## config.mk

```make
export PLATFORM = sky130hd
export DESIGN_NAME = dbg_sample_capture
export DESIGN_NICKNAME = d
export VERILOG_FILES = /design/src/rtl/dbg_cap_pkg.sv /design/src/rtl/dbg_cap_edge.sv /design/src/rtl/dbg_cap_mux.sv /design/src/rtl/dbg_cap_hold.sv /design/src/rtl/dbg_sample_capture.sv
export SDC_FILE = /design/constraint.sdc
export NUM_CORES = 1
export LEC_CHECK = 0
export BUFFER_PORTS_ARGS = -buffer_cell sky130_fd_sc_hd__buf_4
export CAP_MARGIN = 25
export CELL_PAD_IN_SITES_DETAIL_PLACEMENT = 0
export CELL_PAD_IN_SITES_GLOBAL_PLACEMENT = 2
export CORE_MARGIN = 2
export CORE_UTILIZATION = 23
export CTS_CLUSTER_SIZE = 24
export DETAILED_ROUTE_END_ITERATION = 10
export PLACE_DENSITY = 0.86
export SYNTH_ARGS = -nofsm -noshare
export SYNTH_HDL_FRONTEND = slang
export SYNTH_SLANG_ARGS = --single-unit
export TNS_END_PERCENT = 30
```

## constraint.sdc

```tcl
create_clock -name clk_i -period 1.6 [get_ports clk_i]
set_clock_uncertainty 0.2 [all_clocks]
set_input_delay 0.08 -clock clk_i [delete_from_list [all_inputs] [get_ports clk_i]]
set_output_delay 0.08 -clock clk_i [all_outputs]
set_load 0.05 [all_outputs]
```

## src/rtl/dbg_cap_pkg.sv

```systemverilog
package dbg_cap_pkg;
  typedef enum logic [1:0] {
    SEL_RSSI   = 2'b00,
    SEL_ADC    = 2'b01,
    SEL_BSIG_I = 2'b10,
    SEL_BSIG_Q = 2'b11
  } cap_sel_e;

  localparam int unsigned NUM_WORDS = 2;
endpackage

```

## src/rtl/dbg_cap_edge.sv

```systemverilog
module dbg_cap_edge (
  input  logic clk_i,
  input  logic rst_ni,
  input  logic lvl_i,
  output logic rise_o
);
  logic lvl_q;

  always_ff @(posedge clk_i or negedge rst_ni) begin
    if (!rst_ni) lvl_q <= 1'b0;
    else         lvl_q <= lvl_i;
  end

  assign rise_o = lvl_i & ~lvl_q;
endmodule

```

## src/rtl/dbg_cap_mux.sv

```systemverilog
module dbg_cap_mux #(
  parameter int unsigned RSSI_W   = 18,
  parameter int unsigned ADC_W    = 12,
  parameter int unsigned BSIG_W   = 16,
  parameter int unsigned BSTATE_W = 3,
  parameter int unsigned WORD_W   = 16
) (
  input  logic [1:0]          sel_i,
  input  logic                tap_i,
  input  logic [RSSI_W-1:0]   rssi_i,
  input  logic [ADC_W-1:0]    ain_i_i,
  input  logic [ADC_W-1:0]    ain_q_i,
  input  logic [ADC_W-1:0]    aout_i_i,
  input  logic [ADC_W-1:0]    aout_q_i,
  input  logic [BSIG_W-1:0]   sig_i_i,
  input  logic [BSIG_W-1:0]   sig_q_i,
  input  logic [BSTATE_W-1:0] state_i,
  output logic [dbg_cap_pkg::NUM_WORDS-1:0][WORD_W-1:0] words_o
);
  import dbg_cap_pkg::*;

  logic [WORD_W-1:0] rssi_hi, rssi_lo;
  logic [ADC_W-1:0]  adc_i, adc_q;
  logic [WORD_W-1:0] adc_i_x, adc_q_x, state_x;

  // strength split: low bits to word1, remainder to word0
  if (RSSI_W > WORD_W) begin : g_rssi_split
    assign rssi_hi = WORD_W'(rssi_i[RSSI_W-1:WORD_W]);
    assign rssi_lo = rssi_i[WORD_W-1:0];
  end else begin : g_rssi_fit
    assign rssi_hi = '0;
    assign rssi_lo = WORD_W'(rssi_i);
  end

  assign adc_i   = tap_i ? aout_i_i : ain_i_i;
  assign adc_q   = tap_i ? aout_q_i : ain_q_i;
  assign adc_i_x = WORD_W'($signed(adc_i));
  assign adc_q_x = WORD_W'($signed(adc_q));
  assign state_x = WORD_W'(state_i);

  always_comb begin
    unique case (cap_sel_e'(sel_i))
      SEL_RSSI:   words_o = {rssi_lo, rssi_hi};
      SEL_ADC:    words_o = {adc_q_x, adc_i_x};
      SEL_BSIG_I: words_o = {state_x, WORD_W'(sig_i_i)};
      SEL_BSIG_Q: words_o = {state_x, WORD_W'(sig_q_i)};
      default:    words_o = '0;
    endcase
  end
endmodule

```

## src/rtl/dbg_cap_hold.sv

```systemverilog
module dbg_cap_hold #(
  parameter int unsigned WORD_W = 16
) (
  input  logic clk_i,
  input  logic rst_ni,
  input  logic load_i,
  input  logic [dbg_cap_pkg::NUM_WORDS-1:0][WORD_W-1:0] d_i,
  output logic [dbg_cap_pkg::NUM_WORDS-1:0][WORD_W-1:0] q_o
);
  for (genvar w = 0; w < dbg_cap_pkg::NUM_WORDS; w++) begin : g_word
    always_ff @(posedge clk_i or negedge rst_ni) begin
      if (!rst_ni)     q_o[w] <= '0;
      else if (load_i) q_o[w] <= d_i[w];
    end
  end
endmodule

```

## src/rtl/dbg_sample_capture.sv

```systemverilog
module dbg_sample_capture #(
  parameter int unsigned RSSI_W   = 18,
  parameter int unsigned ADC_W    = 12,
  parameter int unsigned BSIG_W   = 16,
  parameter int unsigned BSTATE_W = 3,
  parameter int unsigned WORD_W   = 16
) (
  input  logic                clk_i,
  input  logic                rst_ni,
  input  logic                cap_trig_i,
  input  logic [1:0]          cap_sel_i,
  input  logic                adc_tap_i,
  input  logic [RSSI_W-1:0]   rssi_i,
  input  logic [ADC_W-1:0]    adc_in_i_i,
  input  logic [ADC_W-1:0]    adc_in_q_i,
  input  logic [ADC_W-1:0]    adc_out_i_i,
  input  logic [ADC_W-1:0]    adc_out_q_i,
  input  logic [BSIG_W-1:0]   bist_sig_i_i,
  input  logic [BSIG_W-1:0]   bist_sig_q_i,
  input  logic [BSTATE_W-1:0] bist_state_i,
  output logic [WORD_W-1:0]   word0_o,
  output logic [WORD_W-1:0]   word1_o
);
  logic cap_rise;
  logic [dbg_cap_pkg::NUM_WORDS-1:0][WORD_W-1:0] sel_words, held_words;

  dbg_cap_edge u_edge (
    .clk_i  (clk_i),
    .rst_ni (rst_ni),
    .lvl_i  (cap_trig_i),
    .rise_o (cap_rise)
  );

  dbg_cap_mux #(
    .RSSI_W(RSSI_W), .ADC_W(ADC_W), .BSIG_W(BSIG_W),
    .BSTATE_W(BSTATE_W), .WORD_W(WORD_W)
  ) u_mux (
    .sel_i    (cap_sel_i),
    .tap_i    (adc_tap_i),
    .rssi_i   (rssi_i),
    .ain_i_i  (adc_in_i_i),
    .ain_q_i  (adc_in_q_i),
    .aout_i_i (adc_out_i_i),
    .aout_q_i (adc_out_q_i),
    .sig_i_i  (bist_sig_i_i),
    .sig_q_i  (bist_sig_q_i),
    .state_i  (bist_state_i),
    .words_o  (sel_words)
  );

  dbg_cap_hold #(.WORD_W(WORD_W)) u_hold (
    .clk_i  (clk_i),
    .rst_ni (rst_ni),
    .load_i (cap_rise),
    .d_i    (sel_words),
    .q_o    (held_words)
  );

  assign word0_o = held_words[0];
  assign word1_o = held_words[1];
endmodule

```

==> impl.org, run 1 <==
** Status
- The flow ran to the end, and the final reports show no timing, DRC or antenna violations.

** Critical path
- Data required time of the critical path :: 1.56 ns
- The signal on the critical path passes through nand2b_2 -> buf_4 -> a221oi_1 -> nor2_1.
- The worst setup path is of the flop to flop kind.
- Data arrives at the worst endpoint at 1.38 ns.
- The worst setup path is launched from a flop.
- STA classifies the critical path endpoint as a flop.
- Largest stage delay, worst path :: 0.38 ns
- Critical path fanouts, max :: 23
- Standard cell with the maximum stage delay on the critical path :: sky130_fd_sc_hd__dfrtp_1
- Number of cells on the worst reg-to-reg path :: 4

** GRT
- GR met3 Demand/Resource :: 4.04%
- Global routing usage summed across all routing layers :: 15.1%
- After global routing the overflow that remains totals 0.
- Busiest layer in global routing :: met2
- Global routing used 17.6% of the available met1 tracks.
- The first global-routing pass estimated 11.8 mm of wire.
- Global routing used 27.4% of the available met2 tracks.
- Pin count of the biggest net entering global routing :: 34
- The via count of the first global-routing pass was 2,487.
- Number of antenna violations at the first check in global routing :: 0

** Clock tree
- Buffers inserted during clock tree synthesis total 5.
- The tree built by TritonCTS fans out to 33 sinks.
- Later-pin clock latency in the skew report :: 0.28 ns
- Clock-pin slew of the registers on the worst-case setup and hold paths :: 0.07 ns
- Post-CTS setup buffers :: 0
- The H-tree generated during clock tree synthesis spans 2 levels.
- Clock root buffer :: sky130_fd_sc_hd__clkbuf_8
- TritonCTS built the clock tree.
- Clock Tree Buf Depth :: 2

** Route
- Remaining antenna violation count after routing :: 0
- WL/cell :: 14.2 um
- Drt total wl :: 7.38 mm
- Drt first-iter violations :: 28
- In the routed layout, each cell is associated on average with a via count of 4.43.
- Before antenna repair, the detailed router went through 4 iterations.
- Total number of vias :: 2,297
- For this run, design rule violations remaining after detail routing come to 0.

** Cells and area
- The filler cells instantiated in the layout total 815.
- FF+latch area :: 826 um2
- Of the cells placed in the final design, the portion with a size suffix greater than 1 is 46.2%.
- Antenna fix cells :: 0
- Net count reported at finish :: 518
- Relative to the synthesized area, the layout overhead comes to 93.6%.
- In the final layout, the multi-input gates occupy 1120 um2.

** Yosys
- Ys Warns :: 0
- Of the total synthesized cell area, the portion taken by full adders, half adders and majority gates is 0%.
- Area contributors post-synth :: sky130_fd_sc_hd__dfrtp_1, sky130_fd_sc_hd__nor2_1, sky130_fd_sc_hd__mux2_2, sky130_fd_sc_hd__mux2i_1, sky130_fd_sc_hd__a221oi_2
- In the synthesized netlist, the number of instances is 204.
- Most used standard cell by instance count after synthesis :: sky130_fd_sc_hd__nor2_1
- Netlist cell types :: 20
- The share of synthesized area in the top cell type comes to 39.9%.
- Summing the sequential cell areas from Yosys gives 39.9% of the chip area.
- Dividing the synthesized area by the synthesized cell count gives 10.1 um2.
- The mapped netlist covers 2070 um2.
- FF+latch count, synth :: 33
- Number of synthesized flops with an enable pin :: 0
- Mux contribution to synthesized area :: 21.2%
- For this run, asynchronously set or reset flops after synthesis account for 100%.
- Biggest area consumer among synthesized cells :: sky130_fd_sc_hd__dfrtp_1
- Largest family of logic cells by synthesized area :: multiplexers
- Cell types with the highest counts after synthesis :: sky130_fd_sc_hd__nor2_1, sky130_fd_sc_hd__dfrtp_1, sky130_fd_sc_hd__mux2_2
- The synthesized netlist devotes 19.9% of its cell area to compound gates.
- The synthesized netlist devotes 12.9% of its cell area to simple gates.
- Top FF cell, synth :: sky130_fd_sc_hd__dfrtp_1
- Share of the synthesized netlist area taken by xor and xnor gates :: 0%
- Counting every net in the synthesized netlist gives 311.

** STA
- The hold violation total from the final report is 0.
- The worst pin sits at a relative slew slack of 37.5%.
- Maximum frequency from static timing analysis :: 0.701 GHz
- RSZ-0062 raised after global routing :: false
- Setup slack of the critical path after layout :: 0.174 ns
- Tmin final :: 1.43 ns
- Final cycle utilization of the critical path :: 89.1%
- Setup Viol. Count Final :: 0
- The final count of pins violating max slew came to 0.
- Adding up every negative setup slack in the final design gives 0 ns.
- Actual slew at the worst max-slew pin :: 0.934 ns

** Place
- Pre-CTS WS :: 0.0326 ns
- The congestion estimate from routability-driven global placement came to 0.674.
- Estimated wirelength of the detail-placed design :: 5.03 mm
- Count of buffers inserted at the top-level ports :: 138

** Floorplanning
- 139 I/O pins were placed.
- After floorplanning, the core was sized to cover 8720 um2.
- The die is 98.8 um tall.
- Row generation in the floorplan step produced 34 rows.
- Once the floorplan was initialized, standard cells occupied 23.7% of the core.
- The floorplan step defined a die boundary enclosing 9770 um2.
- X dimension of the die :: 98.8 um

** Worst hold path
- The tightest min-delay check is of the primary input to flop type.
- The worst hold path passes through 4 cells.

** Power
- For this design the ratio of total power to cell area is 744 nW/um2.
- Summed over all cells, the static leakage comes to 1.91 nW.
- Worst VDD drop :: 0.273 mV

** Job
- Across the run, the number of max-cap violations was 0.
## power breakdown
part	internal (mW)	total, mW	switching, mW
logic	0.606	1.34	0.734
registers	0.949	1.01	0.0637
clock network	0.341	0.624	0.283
## sequential cells by signal, summed over array words and instances (netlist names)
register,count
u_edge.lvl_q,1
u_hold.q_o,32
## path summary, 6_finish.rpt
check                                           startpoint  slack, ns                         end
worst max-delay path                u_edge.lvl_q$_DFF_PN0_       0.17  u_hold.q_o[15]$_DFFE_PN0P_
worst min-delay path                        adc_out_i_i[2]      0.009   u_hold.q_o[2]$_DFFE_PN0P_
worst max register to register      u_edge.lvl_q$_DFF_PN0_       0.17  u_hold.q_o[15]$_DFFE_PN0P_
worst min register to register  u_hold.q_o[21]$_DFFE_PN0P_       0.31  u_hold.q_o[21]$_DFFE_PN0P_
max in group asynchronous                           rst_ni       0.81   u_hold.q_o[5]$_DFFE_PN0P_
min in group asynchronous                           rst_ni       0.09  u_hold.q_o[10]$_DFFE_PN0P_
## layout make-up
cell class	instances	share of cell area [%]
Sequential cell	33	20.6
Multi-Input combinational cell	152	28.1
Clock buffer	7	2.16
Tap cell	108	3.38
Timing Repair Buffer	219	45.8
## layer usage
metal / vias to the layer above / wire (um)
met2: 85 / 3840
met5: - / 0
li1: 1156 / -
met4: 0 / 56
met1: 1050 / 2980
met3: 6 / 492
## stage by stage
step | area, um2 | hold slack (ns) | util (%) | cells | power (mW)
2_1_floorplan | 2070 | -0.416 | - | 204 | 1.75
3_3_place_gp | 3220 | -0.148 | 36.9 | 442 | 2.23
3_5_place_dp | 3220 | -0.147 | 36.9 | 442 | 2.24
4_1_cts | 4000 | 0.000120 | 45.9 | 519 | 3.02
5_1_grt | 4000 | 0.0373 | 45.9 | 519 | 3.15
6_report | 4000 | 0.00888 | 45.9 | 519 | 2.98
## cell families after synthesis
group | after synthesis
AOI/OAI and AO/OA | 48
buffers and inverters | 19
DFF | 33
muxes | 38
and+or+nand+nor | 66
## cells in the final DEF, fill, tap and decap left out
master / instances
sky130_fd_sc_hd__a221oi_1: 12
sky130_fd_sc_hd__nor2_1: 56
sky130_fd_sc_hd__nor3_1: 2
sky130_fd_sc_hd__mux2_4: 7
sky130_fd_sc_hd__nor2b_1: 2
sky130_fd_sc_hd__a22o_1: 10
sky130_fd_sc_hd__dfrtp_1: 33
sky130_fd_sc_hd__a221oi_2: 7
sky130_fd_sc_hd__nor2b_2: 2
sky130_fd_sc_hd__buf_4: 148
sky130_fd_sc_hd__o221ai_1: 2
sky130_fd_sc_hd__buf_12: 1
sky130_fd_sc_hd__mux2i_1: 13
sky130_fd_sc_hd__nand2b_1: 1
sky130_fd_sc_hd__mux2_2: 18
sky130_fd_sc_hd__nand2b_2: 1
sky130_fd_sc_hd__a211o_1: 3
sky130_fd_sc_hd__dlygate4sd3_1: 70
sky130_fd_sc_hd__nand3_1: 2
sky130_fd_sc_hd__a21oi_1: 14
sky130_fd_sc_hd__clkbuf_1: 1
sky130_fd_sc_hd__clkbuf_8: 6
## worst max-delay path: cells and delay by family, from the launching register on
family,cells,cell delay [ns]
AND/OR/NAND/NOR,2,0.25
buffers and inverters,1,0.23
flip-flops,1,0.38
AO/OA/AOI/OAI,1,0.24
## timing repair
action                    CTS  global route
hold buffers               70             0
hold endpoints to repair   66             0
gates resized for setup     0             0
No activity file was read; power rests on OpenSTA's default activity.
==> inputs of run 2 (changes only) <==
- REMOVE_ABC_BUFFERS: default -> 1
==> impl.org, run 2 (synthesized netlist as in run 1, its figures left out) <==
** Cells and area
- Area Overhead vs Synth :: 89.9%
- The count of inserted antenna diode cells came to 0 (unchanged).
- The library cell used most frequently in the layout, excluding fill and tap cells, is sky130_fd_sc_hd__buf_4.
- In the final layout, the registers with the most flip-flops are u_hold.q_o: 32 flops, u_edge.lvl_q: 1 flops.
- In the layout the commonest cells are sky130_fd_sc_hd__buf_4, sky130_fd_sc_hd__dlygate4sd3_1, sky130_fd_sc_hd__nor2_1, sky130_fd_sc_hd__dfrtp_1, sky130_fd_sc_hd__mux2_2.
- Fraction of final layout cells sized beyond drive strength 1 :: 47.5% (+1.3 points)
- The final non-filler cell total is 508 (-2.1%).
- The final layout net count is 507 (-2.1%).
- The final core utilization is 45.0% (-0.88 points).
- The register with the most flip-flops in the final layout is u_hold.q_o.
- The post-layout instance area was 3930 um2 (-1.9%).
- The number of flip-flops under the largest register name is 32 (unchanged).

** Critical path
- The critical path in this run is classified as primary input to flop.
- Worst-path cell chain :: dlygate4sd3_1 -> buf_4 -> nand2b_2 -> buf_4 -> nor2_1 -> a22o_1
- Critical path fanouts, max :: 17 (-26%)
- Critical Path Start Type :: primary input
- Flop-to-flop setup slack :: 0.11 ns (-0.06 ns)
- Data required time of the critical path :: 1.56 ns (about the same)
- Critical path's top delay family :: buffers and inverters
- The worst setup path is captured at a flop.
- Count of buffer and inverter cells on the critical path :: 3 (+2)
- Largest stage delay, worst path :: 0.57 ns (+0.19 ns)
- Critical path arrival :: 1.47 ns (+0.09 ns)
- Standard cell with the maximum stage delay on the critical path :: sky130_fd_sc_hd__dlygate4sd3_1
- Among the stages of the critical path, the cell type that occurs most often is sky130_fd_sc_hd__buf_4.

** Route
- Drt total wl :: 7.06 mm (-4.3%)
- Drt drc :: 0 (unchanged)
- WL/cell :: 13.9 um (-2.2%)
- Remaining antenna violation count after routing :: 0 (unchanged)
- Router iterations before antenna repair :: 4 (unchanged)
- Via density per instance :: 4.49 (+1.5%)
- The number of violations reported at the end of detailed-routing iteration 0 is 59 (+110%).
- The count of vias placed by the detailed router was 2,282 (-0.65%).

** Floorplanning
- X dimension of the die :: 98.8 um (unchanged)
- Core Region :: 8720 um2 (unchanged)
- Number of I/O pins :: 139 (unchanged)
- Die area :: 9770 um2 (unchanged)
- The number of cell rows came to 34 (unchanged).
- The starting density of the core came to 23.7% (unchanged).
- The vertical die dimension is 98.8 um (unchanged).

** Clock tree
- Clock root buffer :: sky130_fd_sc_hd__clkbuf_8
- Total clock buffers created by CTS :: 5 (unchanged)
- Later-pin clock latency in the skew report :: 0.27 ns (about the same)
- Clock Sink Count :: 33 (unchanged)
- H-Tree Level Count :: 2 (unchanged)
- The largest buffer count on any clock path came to 2 (unchanged).
- TritonCTS clock tree :: done
- Clock-pin slew of the registers on the worst-case setup and hold paths :: 0.07 ns (about the same)

** STA
- Final max-slew violation count :: 0 (unchanged)
- Setup repair after global routing left no endpoint under its margin.
- The worst hold slack after final layout is -0.000364 ns (-0.00924 ns).
- Setup Viol. Count Final :: 0 (unchanged)
- Actual slew at the worst max-slew pin :: 0.957 ns (+0.0234 ns)
- Final cycle utilization of the critical path :: 94.2% (+5.0 points)
- The hold violation total from the final report was 2 (+2).
- The relative max-transition margin was 35.9% (-1.6 points).
- Maximum frequency from static timing analysis :: 0.664 GHz (-5.3%)
- Tmin final :: 1.51 ns (+0.0803 ns)

** Place
- The quantity of I/O buffers inserted on ports was 138 (unchanged).
- The post-place instance area came to 3230 um2 (+0.54%).
- The number of cells in the design after placement was 441 (-0.23%).
- The detailed-placement wirelength estimate is 5.04 mm (+0.19%).
- The routability-driven placement congestion ratio is 0.734 (+8.8%).

** GRT
- Pin count of the biggest net entering global routing :: 34 (unchanged)
- Vias in the first global route :: 2,393 (-3.8%)
- Number of antenna violations at the first check in global routing :: 0 (unchanged)
- Global route total overflow :: 0 (unchanged)
- The global routing usage summed across all routing layers was 14.3% (-0.82 points).
- The first-pass GRT wire length is 11.4 mm (-4.0%).

** Power
- The leakage dissipation came to 1.87 nW (-1.9%).
- The worst vdd rail ir drop is 0.297 mV (+8.7%).
- The power density over the cells came to 755 nW/um2 (+1.6%).

** Worst hold path
- Type of the tightest min-delay check :: primary input to flop

** Status
- The checks that failed: hold timing.
- The run finished, with violations left.

** Job
- Max-cap violations :: 0 (unchanged)
## run 2: power breakdown
group | internal [mW] | switching [mW] | leakage (nW)
logic | 0.597 | 0.731 | 1.43
registers | 0.949 | 0.0653 | 0.391
clock network | 0.341 | 0.284 | 0.0443
## run 2: tightest hold or removal path, cell delays in order
cell                       delay (ns)
sky130_fd_sc_hd__buf_4           0.08
sky130_fd_sc_hd__mux2_2          0.14
sky130_fd_sc_hd__a221oi_2        0.05
sky130_fd_sc_hd__nor2_1          0.09
## run 2: per-layer routing
| layer | GRT usage [%] | routed length, um | vias up |
|---|---|---|---|
| met5 | 0 | 0 | - |
| met4 | 2.85 | 48 | 0 |
| met3 | 2.98 | 455 | 7 |
| met2 | 25.1 | 3470 | 87 |
| met1 | 18.1 | 3090 | 1053 |
| li1 | - | - | 1135 |
## run 2: path summary, 6_finish.rpt
| check | from | endpoint | cells past startpoint |
|---|---|---|---|
| worst max-delay path | cap_trig_i | u_hold.q_o[1]$_DFFE_PN0P_ | 6 |
| worst min-delay path | bist_sig_i_i[10] | u_hold.q_o[10]$_DFFE_PN0P_ | 4 |
| worst max register to register | u_edge.lvl_q$_DFF_PN0_ | u_hold.q_o[12]$_DFFE_PN0P_ | 4 |
| worst min register to register | u_hold.q_o[21]$_DFFE_PN0P_ | u_hold.q_o[21]$_DFFE_PN0P_ | 1 |
| max in group asynchronous | rst_ni | u_hold.q_o[1]$_DFFE_PN0P_ | 2 |
| min in group asynchronous | rst_ni | u_hold.q_o[4]$_DFFE_PN0P_ | 2 |
## run 2: timing repair
action	4_1_cts	5_1_grt
buffers inserted	0	0
gates resized for setup	0	1
endpoints found under the hold margin	64	0
setup endpoints to repair	0	1
hold buffers	60	0
## run 2: area by class of cell
cell class	count	area [um2]
fill	825	4790
timing repair buffer	208	1750
tap	108	135
clock buffer	7	86.3
sequential	33	826
multi-input combinational	152	1130
## run 2: through the flow
stage / setup TNS (ns) / hold WS (ns) / setup WS [ns] / total power, mW
finish: 0 / -0.000364 / 0.0934 / 2.97
global route: 0 / 0.0118 / 0.00191 / 3.14
CTS: 0 / 0.000600 / 0.108 / 3.00
detailed placement: 0 / -0.142 / 0.00169 / 2.25
global placement: -0.0405 / -0.145 / -0.0110 / 2.24
floorplan: -4.79 / -0.416 / -0.346 / 1.69
